[src/rtl/bhold_pkg.sv]
package bhold_pkg;

   // Ownership of the processor bus as seen by the grant register.
   typedef enum logic [0:0] {
      GNT_OWNED    = 1'b0,
      GNT_RELEASED = 1'b1
   } gnt_state_e;

   // Inputs registered at each rising edge before the grant decision.
   typedef struct packed {
      logic hold;
      logic lock;
   } smp_t;

   localparam int SMP_W = $bits(smp_t);

endpackage

[src/rtl/bhold_sampler.sv]
module bhold_sampler #(
   parameter int WIDTH = 2
) (
   input  logic             clk,
   input  logic             rst_n,
   input  logic [WIDTH-1:0] d,
   output logic [WIDTH-1:0] q
);

   generate
      if (WIDTH < 1) begin : g_bad_width
         $error("bhold_sampler: WIDTH must be at least 1");
      end
   endgenerate

   always_ff @(posedge clk or negedge rst_n) begin
      if (!rst_n) q <= '0;
      else        q <= d;
   end

endmodule

[src/rtl/bhold_cycle_track.sv]
module bhold_cycle_track (
   input  logic clk,
   input  logic rst_n,
   input  logic cyc_start,
   input  logic last_rdy,
   input  logic abort,
   output logic busy_q
);

   logic busy_d;

   // Abort (reset/init) clears; a new start beats a same-edge last ready.
   always_comb begin
      busy_d = busy_q;
      if (abort)          busy_d = 1'b0;
      else if (cyc_start) busy_d = 1'b1;
      else if (last_rdy)  busy_d = 1'b0;
   end

   always_ff @(posedge clk or negedge rst_n) begin
      if (!rst_n) busy_q <= 1'b0;
      else        busy_q <= busy_d;
   end

endmodule

[src/rtl/bhold_grant.sv]
module bhold_grant
   import bhold_pkg::*;
(
   input  logic       clk,
   input  logic       rst_n,
   input  smp_t       smp,
   input  logic       busy_q,
   output gnt_state_e state_q,
   output logic       hlda_q
);

   gnt_state_e state_d;
   logic       boundary;

   // A release point exists only with no cycle outstanding and no lock.
   assign boundary = !busy_q && !smp.lock;

   always_comb begin
      state_d = state_q;
      unique case (state_q)
         GNT_OWNED:    if (smp.hold && boundary) state_d = GNT_RELEASED;
         GNT_RELEASED: if (!smp.hold)            state_d = GNT_OWNED;
         default:                                state_d = GNT_OWNED;
      endcase
   end

   always_ff @(posedge clk or negedge rst_n) begin
      if (!rst_n) begin
         state_q <= GNT_OWNED;
         hlda_q  <= 1'b0;
      end else begin
         state_q <= state_d;
         hlda_q  <= (state_d == GNT_RELEASED);
      end
   end

endmodule

[src/rtl/bhold_float_drive.sv]
module bhold_float_drive #(
   parameter int FLOAT_GROUPS     = 4,
   parameter bit TEST_FLOATS_HLDA = 1'b1
) (
   input  logic                    hlda_q,
   input  logic                    test_tri,
   output logic                    hlda,
   output logic                    hlda_oe,
   output logic [FLOAT_GROUPS-1:0] bus_float
);

   // The acknowledge pin value comes straight from its flip-flop.
   assign hlda = hlda_q;

   generate
      for (genvar g = 0; g < FLOAT_GROUPS; g++) begin : g_grp
         assign bus_float[g] = hlda_q || test_tri;
      end

      if (TEST_FLOATS_HLDA) begin : g_oe_test
         assign hlda_oe = !test_tri;
      end else begin : g_oe_fixed
         assign hlda_oe = 1'b1;
      end
   endgenerate

endmodule

[src/rtl/bhold_ctrl.sv]
module bhold_ctrl
   import bhold_pkg::*;
#(
   parameter int FLOAT_GROUPS     = 4,
   parameter bit TEST_FLOATS_HLDA = 1'b1
) (
   input  logic                    clk,
   input  logic                    rst_n,
   input  logic                    hold_req,
   input  logic                    cyc_start,
   input  logic                    last_rdy,
   input  logic                    lock_seq,
   input  logic                    backoff,
   input  logic                    cpu_reset,
   input  logic                    cpu_init,
   input  logic                    test_tri,
   input  logic                    req_pending,
   output logic                    hlda,
   output logic                    hlda_oe,
   output logic [FLOAT_GROUPS-1:0] bus_float,
   output logic                    cyc_go
);

   generate
      if (FLOAT_GROUPS < 1 || FLOAT_GROUPS > 16) begin : g_bad_groups
         $error("bhold_ctrl: FLOAT_GROUPS must lie in 1..16");
      end
   endgenerate

   smp_t       smp_d, smp_q;
   logic       busy_q;
   logic       hlda_q;
   gnt_state_e gnt_state;

   assign smp_d.hold = hold_req;
   assign smp_d.lock = lock_seq;

   bhold_sampler #(.WIDTH(SMP_W)) u_smp (
      .clk   (clk),
      .rst_n (rst_n),
      .d     (smp_d),
      .q     (smp_q)
   );

   bhold_cycle_track u_trk (
      .clk       (clk),
      .rst_n     (rst_n),
      .cyc_start (cyc_start),
      .last_rdy  (last_rdy),
      .abort     (cpu_reset || cpu_init),
      .busy_q    (busy_q)
   );

   bhold_grant u_gnt (
      .clk     (clk),
      .rst_n   (rst_n),
      .smp     (smp_q),
      .busy_q  (busy_q),
      .state_q (gnt_state),
      .hlda_q  (hlda_q)
   );

   bhold_float_drive #(
      .FLOAT_GROUPS     (FLOAT_GROUPS),
      .TEST_FLOATS_HLDA (TEST_FLOATS_HLDA)
   ) u_drv (
      .hlda_q    (hlda_q),
      .test_tri  (test_tri),
      .hlda      (hlda),
      .hlda_oe   (hlda_oe),
      .bus_float (bus_float)
   );

   // A pending request yields to a hold request unless a lock must finish.
   assign cyc_go = req_pending && !hlda_q && (!hold_req || lock_seq);

endmodule

[config.mk]
export PLATFORM = sky130hd
export DESIGN_NAME = bhold_ctrl
export DESIGN_NICKNAME = d
export VERILOG_FILES = /design/src/rtl/bhold_pkg.sv /design/src/rtl/bhold_sampler.sv /design/src/rtl/bhold_cycle_track.sv /design/src/rtl/bhold_grant.sv /design/src/rtl/bhold_float_drive.sv /design/src/rtl/bhold_ctrl.sv
export SDC_FILE = /design/constraint.sdc
export NUM_CORES = 1
export LEC_CHECK = 0
export CAP_MARGIN = 20
export CORE_AREA = 5 5 42 44
export DETAILED_ROUTE_END_ITERATION = 8
export DIE_AREA = 0 0 47 49
export GPL_TIMING_DRIVEN = 0
export PLACE_DENSITY = 0.4
export SYNTH_ARGS = -nofsm -noshare
export SYNTH_HDL_FRONTEND = slang
export SYNTH_SLANG_ARGS = --single-unit
[constraint.sdc]
create_clock -name clk -period 1.7 [get_ports clk]
set_input_delay 0.34 -clock clk [delete_from_list [all_inputs] [get_ports clk]]
set_output_delay 0.34 -clock clk [all_outputs]
set_load 0.05 [all_outputs]
==> results.ini <==
[run_status]
outcome=finished clean

[timing]
fin_ws_ns=0.0304
drv_slew=0
worst-slew-pin-transition_ns=0.504
min_period_ns=1.67
finalHoldViolCount=0
max_slew_margin_pct=66.3
setup_viol=0
setup_tns_ns=0
finalCritPeriodShare_pct=98.2
rsz0062_at_grt=no
fin_worst_skew_ns=0.000485
fmax_mhz=599

[floorplan]
die-area_sq_um=2300
ios=18
die_height_microns=49
row_count=14
initial_core_util_pct=12.9
core_region_area_sq_um=1400
die_w_microns=47

[pwr]
power.internal_mw=0.228
switching_share_pct=30.0
p_sw_mw=0.0977
pwr_density_cell_nw_per_um2=851
p_seq_share_pct=32.0
p_leak_nw=0.187
power_frac_clock_pct=35.2
p_total_mw=0.326
pwr-share-comb_pct=32.7
ir_drop_mv=0.280

[synth]
yosysWarnings=0
ys_ff_latch=4
syn-num-nets=27
synth.yosys.seq_area_share_pct=55.6
syn_area_sq_um=180
synthDistinctLibCells=8
post_synth.cell_area_avg_sq_um=11.3
syn_inst=16

[critical_path]
r2r_slack_ns=0.93
end_kind=output pin
cp.arrival_ns=1.33
r2r-end=u_trk.busy_q
rr_worst_depth=2
critPathLaunchType=input port
required_ns=1.36
timing.rr.start=u_trk.busy_q
cp_max_fo=2
criticalPathCategory=in -> out

[clock_tree]
cts-buffers-inserted=3
cts_tree=yes
root_buffer=clkbuf_4
postCtsSetupBuffers=0
worstSkewPairLatency_ns=0.23
cts_max_path_buffers=2
htreeDepth=1
clkTransAtPathRegs_ns=0.04
clock-sinks=4
hold_buffers=0

[final_layout]
drive_above_1_share_pct=37.1
final_util_pct=27.3
seqCellArea_sq_um=100
design_area_sq_um=383
nFillCells=149
multi_input_area_sq_um=56.3
area_growth_pct=112
nets=48
antenna_cells=0

[placement]
place_area_sq_um=360
dp_hpwl_microns=416
port_buffers=16
pre_cts_ws_ns=-0.573
gp_routability_congestion=0.654

[detailed_routing]
drtPass1Iterations=1
ant_nets=0
drtIter0Drc=0
viasPerCell=3.63
wl_microns=480
vias=185
wire_per_inst_microns=9.41
drcViolationCount=0

[global_route]
track_usage_pct=4.31
grt_overflow=0
grt_max_degree=5
grt_pass1_vias=189
grt_pass1_wl_microns=648
antenna_found_initial=0

[worst_hold_path]
worst_hold_path_type=in -> async

[run]
cap_violations=0

## stage by stage
stage,std cells,hold WS [ns]
2_1_floorplan,16,0.0444
3_3_place_gp,48,0.443
3_5_place_dp,48,0.462
4_1_cts,51,0.304
5_1_grt,51,0.324
6_report,51,0.306
## power groups by stage
| stage | Combinational (mW) | Clock, mW | Sequential (mW) |
|---|---|---|---|
| global route | 0.112 | 0.121 | 0.105 |
| detailed placement | 0.107 | 0 | 0.106 |
| global placement | 0.107 | 0 | 0.105 |
| floorplan | 0.0541 | 0 | 0.111 |
| finish | 0.107 | 0.115 | 0.104 |
| CTS | 0.103 | 0.122 | 0.105 |
## synth_stat cells, drive strengths merged
master,n,area share (%)
dfrtp,4,56
o21a,2,8.3
nor3b,1,6.9
buf,3,12
nor2,2,4.2
inv,1,2.1
nor2b,2,6.9
or2,1,3.5
## sequential cells by signal, indices dropped and copies added (netlist names)
signal,count
u_trk.busy_q,1
u_smp.q,2
u_gnt.state_q,1
## area by class of cell
| cell class | instances | share of cell area (%) |
|---|---|---|
| flip-flops and latches | 4 | 26.1 |
| well taps | 16 | 5.23 |
| multi-input cells | 8 | 14.7 |
| plain buffers | 3 | 5.88 |
| inverters | 1 | 0.980 |
| clock buffers | 3 | 5.88 |
| repair buffers | 16 | 41.2 |
## repair_timing
item	4_1_cts	5_1_grt
pin swaps	0	0
cloned	0	0
endpoints found under the setup margin	7	6
resized for setup	24	8
## per-layer routing
metal / share of wire [%] / wire [microns] / global-route usage, % / up-vias
met4: 3.5 / 17 / 5.53 / 0
met1: 27 / 131 / 2.67 / 76
met3: 26 / 123 / 2.21 / 2
met5: 0 / 0 / 0 / -
met2: 43 / 208 / 7.01 / 19
li1: - / - / - / 88
## critical path, cell delays in order
cell	delay (ns)
clkdlybuf4s50_1	0.42
inv_1	0.05
dlygate4sd2_1	0.52
## cell families (layout without fill, tap and decap cells)
logic type	count (synthesis)	in the layout	synth area share (%)
compound gates	2	2	8.33
buf+inv	4	23	14.6
flops	4	4	55.6
simple gates	6	6	21.5
## worst max path at each step
stage,endpoint,start
floorplan,cyc_go,u_gnt.state_q
global placement,bus_float[3],test_tri
detailed placement,bus_float[2],test_tri
CTS,hlda,u_gnt.state_q
global route,hlda_oe,test_tri
finish,hlda_oe,test_tri
## layout by cell type (no fill, tap or decap)
master | synthesis | layout
buf_4 | 3 | 4
buf_6 | 0 | 3
clkbuf_2 | 0 | 1
clkbuf_4 | 0 | 3
clkdlybuf4s50_1 | 0 | 9
dfrtp_1 | 4 | 4
dlygate4sd2_1 | 0 | 1
dlymetal6s2s_1 | 0 | 1
inv_1 | 1 | 1
nor2_1 | 2 | 2
nor2b_1 | 2 | 2
nor3b_2 | 1 | 1
o21a_1 | 2 | 2
or2_4 | 0 | 1
Note: power is estimated with default switching activity, not from simulation.
